==> src/rtl/sb_pkg.sv <==
package sb_pkg;

  typedef enum logic [1:0] {
    PH_PAR    = 2'd0,
    PH_COMMIT = 2'd1,
    PH_SYNC   = 2'd2
  } sbPhase_t;

  // control -> datapath strobes
  typedef struct packed {
    logic capture;   // accepted ordinary store
    logic load;      // accepted load
    logic syncRec;   // accepted synchronization store
    logic drainEn;   // write selected buffer entry to memory
    logic syncEn;    // write selected sync slot to memory
    logic clearAll;  // empty every buffer at round end
  } sbStrobe_t;

endpackage

==> src/rtl/sb_datapath.sv <==
module sb_datapath
  import sb_pkg::*;
#(
  parameter int NUM_THREADS = 4,
  parameter int BUF_DEPTH   = 4,
  parameter int ADDR_W      = 8,
  parameter int DATA_W      = 32,
  localparam int NB = DATA_W / 8,
  localparam int TW = (NUM_THREADS > 1) ? $clog2(NUM_THREADS) : 1,
  localparam int EW = $clog2(BUF_DEPTH),
  localparam int CW = $clog2(BUF_DEPTH + 1)
) (
  input  logic                          clk,
  input  logic                          rstN,
  input  sbStrobe_t                     strb,
  input  logic [TW-1:0]                 reqThread,
  input  logic [ADDR_W-1:0]             reqAddr,
  input  logic [DATA_W-1:0]             reqData,
  input  logic [NB-1:0]                 reqMask,
  input  logic [TW-1:0]                 selThread,
  input  logic [EW-1:0]                 selEntry,
  output logic [NUM_THREADS-1:0]        bufFull,
  output logic [NUM_THREADS-1:0][CW-1:0] entCount,
  output logic [NUM_THREADS-1:0]        syncValid,
  output logic                          rspValid,
  output logic [DATA_W-1:0]             rspData,
  output logic [ADDR_W-1:0]             memRdAddr,
  input  logic [DATA_W-1:0]             memRdData,
  output logic                          memWrEn,
  output logic [ADDR_W-1:0]             memWrAddr,
  output logic [DATA_W-1:0]             memWrData,
  output logic [NB-1:0]                 memWrMask
);

  logic [ADDR_W-1:0] entAddr [NUM_THREADS][BUF_DEPTH];
  logic [DATA_W-1:0] entData [NUM_THREADS][BUF_DEPTH];
  logic [NB-1:0]     entMask [NUM_THREADS][BUF_DEPTH];

  logic [ADDR_W-1:0] syncAddr [NUM_THREADS];
  logic [DATA_W-1:0] syncData [NUM_THREADS];
  logic [NB-1:0]     syncMask [NUM_THREADS];

  logic              hit;
  logic [EW-1:0]     hitIdx;
  logic [EW-1:0]     wrIdx;
  logic [DATA_W-1:0] mergedData;
  logic [NB-1:0]     mergedMask;
  logic [DATA_W-1:0] loadData;

  // lookup in the requesting thread's buffer
  always_comb begin
    hit    = 1'b0;
    hitIdx = '0;
    for (int e = 0; e < BUF_DEPTH; e++) begin
      if (!hit && (CW'(e) < entCount[reqThread]) && (entAddr[reqThread][e] == reqAddr)) begin
        hit    = 1'b1;
        hitIdx = EW'(e);
      end
    end
  end

  // store merge under byte mask
  always_comb begin
    mergedData = hit ? entData[reqThread][hitIdx] : '0;
    mergedMask = hit ? (entMask[reqThread][hitIdx] | reqMask) : reqMask;
    for (int b = 0; b < NB; b++) begin
      if (reqMask[b]) mergedData[b*8 +: 8] = reqData[b*8 +: 8];
    end
    wrIdx = hit ? hitIdx : entCount[reqThread][EW-1:0];
  end

  // load: own buffered bytes over memory bytes
  assign memRdAddr = reqAddr;
  always_comb begin
    loadData = memRdData;
    for (int b = 0; b < NB; b++) begin
      if (hit && entMask[reqThread][hitIdx][b]) loadData[b*8 +: 8] = entData[reqThread][hitIdx][b*8 +: 8];
    end
  end

  always_ff @(posedge clk or negedge rstN) begin
    if (!rstN) begin
      rspValid <= 1'b0;
      rspData  <= '0;
    end else begin
      rspValid <= strb.load;
      if (strb.load) rspData <= loadData;
    end
  end

  // occupancy and sync slot valid bits
  always_ff @(posedge clk or negedge rstN) begin
    if (!rstN) begin
      entCount  <= '0;
      syncValid <= '0;
    end else if (strb.clearAll) begin
      entCount  <= '0;
      syncValid <= '0;
    end else begin
      if (strb.capture && !hit) entCount[reqThread] <= entCount[reqThread] + CW'(1);
      if (strb.syncRec) syncValid[reqThread] <= 1'b1;
    end
  end

  // payload storage, no reset needed
  always_ff @(posedge clk) begin
    if (strb.capture) begin
      entAddr[reqThread][wrIdx] <= reqAddr;
      entData[reqThread][wrIdx] <= mergedData;
      entMask[reqThread][wrIdx] <= mergedMask;
    end
    if (strb.syncRec) begin
      syncAddr[reqThread] <= reqAddr;
      syncData[reqThread] <= reqData;
      syncMask[reqThread] <= reqMask;
    end
  end

  for (genvar t = 0; t < NUM_THREADS; t++) begin : g_full
    assign bufFull[t] = (entCount[t] == CW'(BUF_DEPTH));
  end

  // drain port
  assign memWrEn   = strb.drainEn | strb.syncEn;
  assign memWrAddr = strb.drainEn ? entAddr[selThread][selEntry] : syncAddr[selThread];
  assign memWrData = strb.drainEn ? entData[selThread][selEntry] : syncData[selThread];
  assign memWrMask = strb.drainEn ? entMask[selThread][selEntry] : syncMask[selThread];

  AST_NO_OVERFLOW: assert property (@(posedge clk) disable iff (!rstN)
    (strb.capture && !hit) |-> (entCount[reqThread] < CW'(BUF_DEPTH)));

  AST_BUF_CLEARED: assert property (@(posedge clk) disable iff (!rstN)
    strb.clearAll |=> (entCount == '0 && syncValid == '0));

  AST_NO_WRITE_ON_CAPTURE: assert property (@(posedge clk) disable iff (!rstN)
    (strb.capture || strb.load) |-> !memWrEn);

endmodule

==> src/rtl/sb_control.sv <==
module sb_control
  import sb_pkg::*;
#(
  parameter int NUM_THREADS = 4,
  parameter int BUF_DEPTH   = 4,
  localparam int TW = (NUM_THREADS > 1) ? $clog2(NUM_THREADS) : 1,
  localparam int EW = $clog2(BUF_DEPTH),
  localparam int CW = $clog2(BUF_DEPTH + 1)
) (
  input  logic                           clk,
  input  logic                           rstN,
  input  logic                           reqValid,
  input  logic [TW-1:0]                  reqThread,
  input  logic                           reqWrite,
  input  logic                           reqSync,
  input  logic [NUM_THREADS-1:0]         quantumEnd,
  input  logic [NUM_THREADS-1:0]         bufFull,
  input  logic [NUM_THREADS-1:0][CW-1:0] entCount,
  input  logic [NUM_THREADS-1:0]         syncValid,
  output sbStrobe_t                      strb,
  output logic [TW-1:0]                  selThread,
  output logic [EW-1:0]                  selEntry,
  output logic                           reqAccept,
  output logic                           inParallel
);

  localparam logic [TW-1:0] LAST_THR = TW'(NUM_THREADS - 1);

  sbPhase_t                phase;
  logic [TW-1:0]           thrPtr;
  logic [CW-1:0]           entPtr;
  logic [NUM_THREADS-1:0]  stopped;
  logic [NUM_THREADS-1:0]  blocked;
  logic [NUM_THREADS-1:0]  syncStop;
  logic                    entLeft;

  assign blocked    = stopped | bufFull;
  assign entLeft    = (entPtr < entCount[thrPtr]);
  assign inParallel = (phase == PH_PAR);
  assign selThread  = thrPtr;
  assign selEntry   = entPtr[EW-1:0];
  assign reqAccept  = reqValid && (phase == PH_PAR) && !blocked[reqThread];
  assign syncStop   = strb.syncRec ? (NUM_THREADS'(1) << reqThread) : '0;

  always_comb begin
    strb          = '0;
    strb.capture  = reqAccept && reqWrite && !reqSync;
    strb.load     = reqAccept && !reqWrite && !reqSync;
    strb.syncRec  = reqAccept && reqSync;
    unique case (phase)
      PH_COMMIT: strb.drainEn = entLeft;
      PH_SYNC: begin
        strb.syncEn   = syncValid[thrPtr];
        strb.clearAll = (thrPtr == LAST_THR);
      end
      default: ;
    endcase
  end

  always_ff @(posedge clk or negedge rstN) begin
    if (!rstN) begin
      phase   <= PH_PAR;
      thrPtr  <= '0;
      entPtr  <= '0;
      stopped <= '0;
    end else begin
      unique case (phase)
        PH_PAR: begin
          stopped <= stopped | bufFull | quantumEnd | syncStop;
          if (&blocked) begin
            phase  <= PH_COMMIT;
            thrPtr <= '0;
            entPtr <= '0;
          end
        end
        PH_COMMIT: begin
          if (entLeft) begin
            entPtr <= entPtr + CW'(1);
          end else if (thrPtr == LAST_THR) begin
            phase  <= PH_SYNC;
            thrPtr <= '0;
          end else begin
            thrPtr <= thrPtr + TW'(1);
            entPtr <= '0;
          end
        end
        PH_SYNC: begin
          if (thrPtr == LAST_THR) begin
            phase   <= PH_PAR;
            thrPtr  <= '0;
            stopped <= '0;
          end else begin
            thrPtr <= thrPtr + TW'(1);
          end
        end
        default: phase <= PH_PAR;
      endcase
    end
  end

  AST_COMMIT_ORDER: assert property (@(posedge clk) disable iff (!rstN)
    (phase == PH_COMMIT && $past(phase) == PH_COMMIT) |-> (thrPtr >= $past(thrPtr)));

  AST_ROUND_RESTART: assert property (@(posedge clk) disable iff (!rstN)
    (phase == PH_PAR && $past(phase) == PH_SYNC) |-> (stopped == '0));

  AST_SYNC_AFTER_DRAIN: assert property (@(posedge clk) disable iff (!rstN)
    (phase == PH_SYNC) |=> (phase != PH_COMMIT));

endmodule

==> src/rtl/det_store_buffer.sv <==
module det_store_buffer
  import sb_pkg::*;
#(
  parameter int NUM_THREADS = 4,
  parameter int BUF_DEPTH   = 4,
  parameter int ADDR_W      = 8,
  parameter int DATA_W      = 32,
  localparam int NB = DATA_W / 8,
  localparam int TW = (NUM_THREADS > 1) ? $clog2(NUM_THREADS) : 1,
  localparam int EW = $clog2(BUF_DEPTH),
  localparam int CW = $clog2(BUF_DEPTH + 1)
) (
  input  logic                   clk,
  input  logic                   rstN,
  input  logic                   reqValid,
  input  logic [TW-1:0]          reqThread,
  input  logic                   reqWrite,
  input  logic                   reqSync,
  input  logic [ADDR_W-1:0]      reqAddr,
  input  logic [DATA_W-1:0]      reqData,
  input  logic [NB-1:0]          reqMask,
  input  logic [NUM_THREADS-1:0] quantumEnd,
  output logic                   reqAccept,
  output logic                   rspValid,
  output logic [DATA_W-1:0]      rspData,
  output logic [ADDR_W-1:0]      memRdAddr,
  input  logic [DATA_W-1:0]      memRdData,
  output logic                   memWrEn,
  output logic [ADDR_W-1:0]      memWrAddr,
  output logic [DATA_W-1:0]      memWrData,
  output logic [NB-1:0]          memWrMask,
  output logic                   inParallel
);

  sbStrobe_t                      strb;
  logic [TW-1:0]                  selThread;
  logic [EW-1:0]                  selEntry;
  logic [NUM_THREADS-1:0]         bufFull;
  logic [NUM_THREADS-1:0][CW-1:0] entCount;
  logic [NUM_THREADS-1:0]         syncValid;

  sb_control #(
    .NUM_THREADS(NUM_THREADS),
    .BUF_DEPTH  (BUF_DEPTH)
  ) u_control (
    .clk       (clk),
    .rstN      (rstN),
    .reqValid  (reqValid),
    .reqThread (reqThread),
    .reqWrite  (reqWrite),
    .reqSync   (reqSync),
    .quantumEnd(quantumEnd),
    .bufFull   (bufFull),
    .entCount  (entCount),
    .syncValid (syncValid),
    .strb      (strb),
    .selThread (selThread),
    .selEntry  (selEntry),
    .reqAccept (reqAccept),
    .inParallel(inParallel)
  );

  sb_datapath #(
    .NUM_THREADS(NUM_THREADS),
    .BUF_DEPTH  (BUF_DEPTH),
    .ADDR_W     (ADDR_W),
    .DATA_W     (DATA_W)
  ) u_datapath (
    .clk      (clk),
    .rstN     (rstN),
    .strb     (strb),
    .reqThread(reqThread),
    .reqAddr  (reqAddr),
    .reqData  (reqData),
    .reqMask  (reqMask),
    .selThread(selThread),
    .selEntry (selEntry),
    .bufFull  (bufFull),
    .entCount (entCount),
    .syncValid(syncValid),
    .rspValid (rspValid),
    .rspData  (rspData),
    .memRdAddr(memRdAddr),
    .memRdData(memRdData),
    .memWrEn  (memWrEn),
    .memWrAddr(memWrAddr),
    .memWrData(memWrData),
    .memWrMask(memWrMask)
  );

endmodule

==> config.mk <==
export PLATFORM = sky130hd
export DESIGN_NAME = det_store_buffer
export DESIGN_NICKNAME = d
export VERILOG_FILES = /design/src/rtl/sb_pkg.sv /design/src/rtl/sb_datapath.sv /design/src/rtl/sb_control.sv /design/src/rtl/det_store_buffer.sv
export SDC_FILE = /design/constraint.sdc
export NUM_CORES = 1
export LEC_CHECK = 0
export BUFFER_PORTS_ARGS = -buffer_cell sky130_fd_sc_hd__buf_2
export CAP_MARGIN = 40
export CORE_MARGIN = 2
export CORE_UTILIZATION = 40
export CTS_BUF_LIST = sky130_fd_sc_hd__clkbuf_16
export CTS_CLUSTER_DIAMETER = 120
export DETAILED_ROUTE_END_ITERATION = 10
export PLACE_DENSITY = 0.6
export SYNTH_ARGS = -nofsm -noshare
export SYNTH_HDL_FRONTEND = slang
export SYNTH_SLANG_ARGS = --single-unit
==> constraint.sdc <==
create_clock -name clk -period 15.94 [get_ports clk]
set_input_delay 3.188 -clock clk [delete_from_list [all_inputs] [get_ports clk]]
set_output_delay 3.188 -clock clk [all_outputs]
set_load 0.02 [all_outputs]
* Yosys cells after proc, flatten, opt, wreduce, memory -nomap -nowiden
Memory sizes are Yosys's and may differ from the RTL's.
Index checks and enable logic that the tools add are counted.
Widths: inputs -> output; s select.
** Storage, ports and cells
- Bits in registers :: 60
- RAM bits :: 880
- Output and inout port bits :: 88
- Word-level logic and storage cells :: 180
- Memories kept :: 6
** Memories
- u_datapath.entData :: depth 4, width 128, read ports 2, clocked after Yosys merged registers in 0, write ports 1, RTL line sb_datapath.sv:36 : logic [DATA_W-1:0] entData [NUM_THREADS][BUF_DEPTH];
- u_datapath.entAddr :: depth 4, width 32, read ports 2, clocked after Yosys merged registers in 0, write ports 1, RTL line sb_datapath.sv:35 : logic [ADDR_W-1:0] entAddr [NUM_THREADS][BUF_DEPTH];
- u_datapath.syncData :: depth 4, width 32, read ports 1, clocked after Yosys merged registers in 0, write ports 1, RTL line sb_datapath.sv:40 : logic [DATA_W-1:0] syncData [NUM_THREADS];
- u_datapath.entMask :: depth 4, width 16, read ports 2, clocked after Yosys merged registers in 0, write ports 1, RTL line sb_datapath.sv:37 : logic [NB-1:0] entMask [NUM_THREADS][BUF_DEPTH];
- u_datapath.syncAddr :: depth 4, width 8, read ports 1, clocked after Yosys merged registers in 0, write ports 1, RTL line sb_datapath.sv:39 : logic [ADDR_W-1:0] syncAddr [NUM_THREADS];
- u_datapath.syncMask :: depth 4, width 4, read ports 1, clocked after Yosys merged registers in 0, write ports 1, RTL line sb_datapath.sv:41 : logic [NB-1:0] syncMask [NUM_THREADS];
** Cells by class
- Add/sub/neg operators :: 3
- Magnitude comparators :: 12
- Equality and inequality tests :: 16
- Shift-type cells :: 1
- Mux-type cells :: 83
- Bitwise operators :: 9
- Reductions and logical operators :: 39
** Operator list (number)
- $mux 32 :: 8
- $bmux 32 s2 :: 2
- $mux 128 :: 1
- $mux 8 :: 12
- $demux 32 s2 :: 1
- $mux 4 :: 11
- $eq 8x8->1 :: 4
- $mux 12 :: 2
- $mux 2 :: 11
- $logic_and 1x1->1 :: 21
- $or 4x4->4 :: 5
- $mux 3 :: 6
- $bmux 4 s2 :: 2
- $bmux 8 s2 :: 1
- $demux 8 s2 :: 1
- $mux 16 :: 1
- $bmux 3 s2 :: 2
- $bwmux 12 :: 1
- $eq 3x3->1 const B :: 4
- $mux 1 :: 12
- $pmux 2 s3 :: 2
- $ge 3x3->1 const B :: 3
- $not 2->3 :: 3
- $demux 4 s2 :: 1
- 27 further kinds :: 46

* Depth between registers and ports, before layout
- Depth in word-level cells :: 24
- Gate-level depth with buffers :: 16
- Depth with buffers taken out :: 10

* Cells and area by module
A second synthesis with hierarchy kept.
** Second synthesis, totals
- Cell total of the unflattened synthesis :: 2190
- Area, all modules :: 43680.6 sq um
** By module, submodules not included
- sb_datapath :: times used 1, cells each 2089, area an instance 42746.0 sq um
- sb_control :: times used 1, cells each 101, area an instance 934.6 sq um

* Least setup slack after synthesis
OpenSTA, ideal clock, no wires.
- Path kind :: input-to-reg
- Start :: input reqThread[0]
- End :: memory u_datapath.entAddr[3][10] (netlist name), enable pin
- Library setup time :: 0.446 ns
- Arrival time :: 7.831 ns
- Data required time :: 15.494 ns
- Slack :: 7.663 ns
- Stages :: 14
- Path buffers :: 5
- Cell sequence :: buf_2 > buf_6 > buf_6 > mux4_2 > xnor2_1 > nand4_1 > nor3_1 > buf_2 > a21oi_1 > and3_1 > buf_2 > a21oi_1 > nand3_1 > nor2_1
** Between the ends
- Word-level cells in the longest chain between the ends :: 24
- Elaborated cells between the ends (all ways) :: 43
- Those cells by class :: order compare: 6; eq/ne: 4; mux: 16; bitwise: 1; reduce/logical: 15; memory: 1
** RTL lines
- start: declaration :: RTL line det_store_buffer.sv:16 : input logic [TW-1:0] reqThread,
- $bmux 3 s2 :: RTL line sb_datapath.sv:55, sb_datapath.sv:69
- $mux 3 (not written as such) :: RTL line sb_datapath.sv:55 : if (!hit && (CW'(e) < entCount[reqThread]) && (entAddr[reqThread][e] == reqAddr)) begin
- $lt 1x3->1 :: RTL line sb_datapath.sv:55
- $logic_and 1x1->1 :: RTL line sb_datapath.sv:55
- $mux 1 :: RTL line sb_datapath.sv:55
- $logic_not 1->1 :: RTL line sb_datapath.sv:55
- $logic_and 1x1->1 (2 in a row) :: RTL line sb_datapath.sv:55
- $mux 1 :: RTL line sb_datapath.sv:55
- [7 not listed]
- $mux 2 / $mux 1 (equally long branches) :: RTL line sb_datapath.sv:55
- $mux 2 :: RTL line sb_datapath.sv:69 : wrIdx = hit ? hitIdx : entCount[reqThread][EW-1:0];
- $not 2->3 (not written as such) :: RTL line sb_datapath.sv:108 : entAddr[reqThread][wrIdx] <= reqAddr;
- $ge 3x3->1 (not written as such) / $lt 3x1->1 (equally long branches) :: RTL line sb_datapath.sv:108
- $logic_and 1x1->1 (not written as such) :: RTL line sb_datapath.sv:108
- $mux 8 (not written as such) :: RTL line sb_datapath.sv:108
- $demux 8 s2 :: RTL line sb_datapath.sv:108
- $mux 32 (not written as such) :: RTL line sb_datapath.sv:108
- end: declaration :: RTL line sb_datapath.sv:35
Several ways; a longest one is shown, not always the timed one. The select of a mux whose other input is x is not followed.

* Final worst setup path
- Start :: input reqThread[0]
- End :: output reqAccept
** Between the ends
- Word-level cells in the longest chain between the ends :: 4
** RTL lines
- $bmux 1 s2 :: RTL line sb_control.sv:42 : assign reqAccept = reqValid && (phase == PH_PAR) && !blocked[reqThread];
- $mux 1 (not written as such) :: RTL line sb_control.sv:42
- $logic_not 1->1 :: RTL line sb_control.sv:42
- $logic_and 1x1->1 :: RTL line sb_control.sv:42
- end: declaration :: RTL line det_store_buffer.sv:23 : output logic reqAccept,
Every way passes these cells. The select of a mux whose other input is x is not followed.

==> flow_metrics.env <==
export IMPL_hp_class="flip-flop to flip-flop"
export IMPL_fin_skew_ps=27.8
export IMPL_area_growth_pct=14.7
export IMPL_clock_latency_ps=650
export IMPL_min_path_cells=2
export IMPL_timing_critical_path_buf_inv=5
export IMPL_endpoint_kind="output pin"
export IMPL_p_per_area_mw_per_mm2=137
export IMPL_overflow=0
export IMPL_path_cells="buf_8 > buf_4 > buf_16 > buf_4 > mux4_2 > and3_1 > buf_2"
export IMPL_mostFrequentLayoutCell="edfxtp_1"
export IMPL_hpwl_um=69700
export IMPL_postCtsHoldBufs=0
export IMPL_drv_cap=0
export IMPL_vias_per_cell=6.04
export IMPL_ff2ff_setup_slack_ps=11030
export IMPL_cp_required_ps=12750
export IMPL_cts_root_buf="clkbuf_16"
export IMPL_place_congestion=0.794
export IMPL_drv_slew=0
export IMPL_swShare_pct=28.4
export IMPL_async_reset_ff_share_pct=6.38
export IMPL_synth_yosys_warnings=0
export IMPL_cp_max_fo=45
export IMPL_synth_seq_cells=940
export IMPL_cp_start_kind="input port"
export IMPL_crit_top_cell="buf_4"
export IMPL_grt_max_degree=66
export IMPL_path_depth=7
export IMPL_p_leak_nw=15.6
export IMPL_status="finished clean"
export IMPL_netlist_area_mm2=0.0426
export IMPL_avgSynthCellArea_um2=20.8
export IMPL_io_buffers=174
export IMPL_ys_flop_type="edfxtp_1"
export IMPL_nets=2351
export IMPL_die_area_mm2=0.109
export IMPL_relSlewSlack_pct=41.6
export IMPL_die_w_um=330
export IMPL_path_clk_slew_ps=60
export IMPL_synth_nets=2145
export IMPL_clkPwrFrac_pct=32.6
export IMPL_cts_htree_levels=3
export IMPL_fp_dieH_um=330
export IMPL_setup_tns_ps=0
export IMPL_cp_slowest_cell="mux4_2"
export IMPL_cts_resized=0
export IMPL_dr_pass1_iters=5
export IMPL_layout_common_cells="edfxtp_1 (880), mux4_2 (442), buf_2 (172), mux2i_1 (155), clkbuf_16 (101)"
export IMPL_seq_area_frac_synth_pct=65.5
export IMPL_io_pins=175
export IMPL_synth_edf_count=880
export IMPL_worstSetupPathType="input port to output pin"
export IMPL_wl_um=114000
export IMPL_clock_sinks=940
export IMPL_first_iter_violations=2381
export IMPL_p_seq_share_pct=42.8
export IMPL_cts_buffers=99
export IMPL_p_sw_w=0.00190
export IMPL_pwr_share_comb_pct=24.7
export IMPL_hold_viol=0
export IMPL_core_mm2=0.106
export IMPL_syn_inst=2049
export IMPL_grt_pass1_vias=23641
export IMPL_cts_tree="done"
export IMPL_track_usage_pct=21.1
export IMPL_via_count=22526
export IMPL_wl_per_cell_um=30.6
export IMPL_route_detailed_drc=0
export IMPL_peakVddDrop_v=0.0000772
export IMPL_r2r_cells=9
export IMPL_worst_pin_slew_ps=876
export IMPL_power_w=0.00670
export IMPL_min_period_ps=9020
export IMPL_cp_data_arrival_time_ps=5840
export IMPL_rows=119
export IMPL_p_int_w=0.00480
export IMPL_period_share_pct=56.6
export IMPL_cpPeakStageDelay_ps=580
export IMPL_rsz0062_at_grt="no"
export IMPL_final_layout_size_suffix_gt1_share_pct=39.1
export IMPL_cts_setup_buffers=0
export IMPL_path_delay_family="buffers and inverters"
export IMPL_max_freq_mhz=111
export IMPL_start_util_pct=40.4
export IMPL_grt_pass1_wl_um=166000
export IMPL_ant_nets=0
export IMPL_antenna_found_initial=1
export IMPL_clk_path_buf_depth=3
export IMPL_setup_violations=0
export IMPL_synthDistinctLibCells=48
==> path summary, 6_finish.rpt <==
| path | startpoint | to |
|---|---|---|
| setup / recovery | reqThread[0] | reqAccept |
| hold / removal | u_datapath.syncValid[3] | u_datapath.syncValid[3] |
| setup reg to reg | u_datapath.entAddr[3][14] | u_datapath.entAddr[2][31] |
| hold reg to reg | u_datapath.syncValid[3] | u_datapath.syncValid[3] |
| max in group asynchronous | rstN | u_control.entPtr[0] |
| min in group asynchronous | rstN | u_control.selThread[0] |
==> synth_stat cells (all sizes together) (3+ instances only) <==
master,n,area share [%]
mux4,442,23
a21o,4,0.070
nand2,21,0.18
ha,9,0.26
nor3b,6,0.11
nor2,82,0.72
nand2b,3,0.044
inv,13,0.11
and3,4,0.059
xor2,18,0.37
mux2,44,1.2
a21oi,42,0.50
nor3,3,0.035
nand3,9,0.11
or2,6,0.088
clkbuf,83,0.73
edfxtp,880,62
mux2i,156,3.7
o21ai,10,0.12
a22o,33,0.68
nand4,5,0.073
o221ai,3,0.18
buf,65,0.87
xnor2,25,0.51
dfrtp,60,3.5
==> routing by layer <==
metal	vias to the layer above	global-route usage, %	share of wire, %
met2	976	34.4	49
met4	0	6.45	2.6
li1	9170	-	-
met5	-	0	0
met3	156	3.84	7.6
met1	12224	29.1	41
==> state kept, by name, summed over array words and instances (netlist names), 2 cells and up <==
name,cells
u_control.entPtr,3
u_datapath.syncData,128
u_datapath.syncAddr,32
u_datapath.entAddr,128
u_datapath.entCount,12
u_datapath.entMask,64
u_datapath.syncMask,16
u_control.phase,2
u_datapath.syncValid,4
u_datapath.entData,512
u_control.stopped,4
u_control.selThread,2
u_datapath.rspData,32
==> final cells by class <==
class / count / area, µm²
inverters: 13 / 50.0
clock inverters: 82 / 519
multi-input cells: 948 / 14100
well taps: 1391 / 1740
clock buffers: 101 / 2530
diodes: 1 / 2.50
flip-flops and latches: 940 / 27900
repair buffers: 253 / 1970
fillers: 8720 / 56700
==> power by group through the flow <==
stage	Sequential, W	Clock (W)	Combinational [W]
floorplan	0.00293	0	0.00111
global placement	0.00291	0	0.00162
detailed placement	0.00292	0	0.00168
CTS	0.00287	0.00222	0.00169
global route	0.00288	0.00232	0.00177
finish	0.00286	0.00218	0.00165
==> tightest hold or removal path: cells and delay by family (launching register included) <==
family | cells | cell delay, ps
flip-flops | 1 | 340
AND/OR/NAND/NOR | 2 | 120
==> kinds of logic (layout without fill, tap and decap cells) <==
kind of cell	count (synthesis)	in the layout	synth area share, %
flops	940	940	65.5
mux	642	642	28.2
other cells	0	1	0
xor+xnor	43	43	0.883
fa+ha+maj	9	9	0.264
simple gates	152	152	1.66
compound gates	102	102	1.78
buf+inv	161	449	1.71
==> stage by stage <==
stage          cell area, µm²  utilization [%]  setup slack, ps  std cells  hold WS (ps)
2_1_floorplan           42600                -             7660       2049           451
3_3_place_gp            45100             42.8             5720       3516           474
3_5_place_dp            45800             43.4             6280       3545           479
4_1_cts                 48900             46.3             6850       3728           499
5_1_grt                 48900             46.3             6650       3729           512
6_report                48900             46.3             6920       3729           500
No activity file was read; power rests on OpenSTA's default activity.
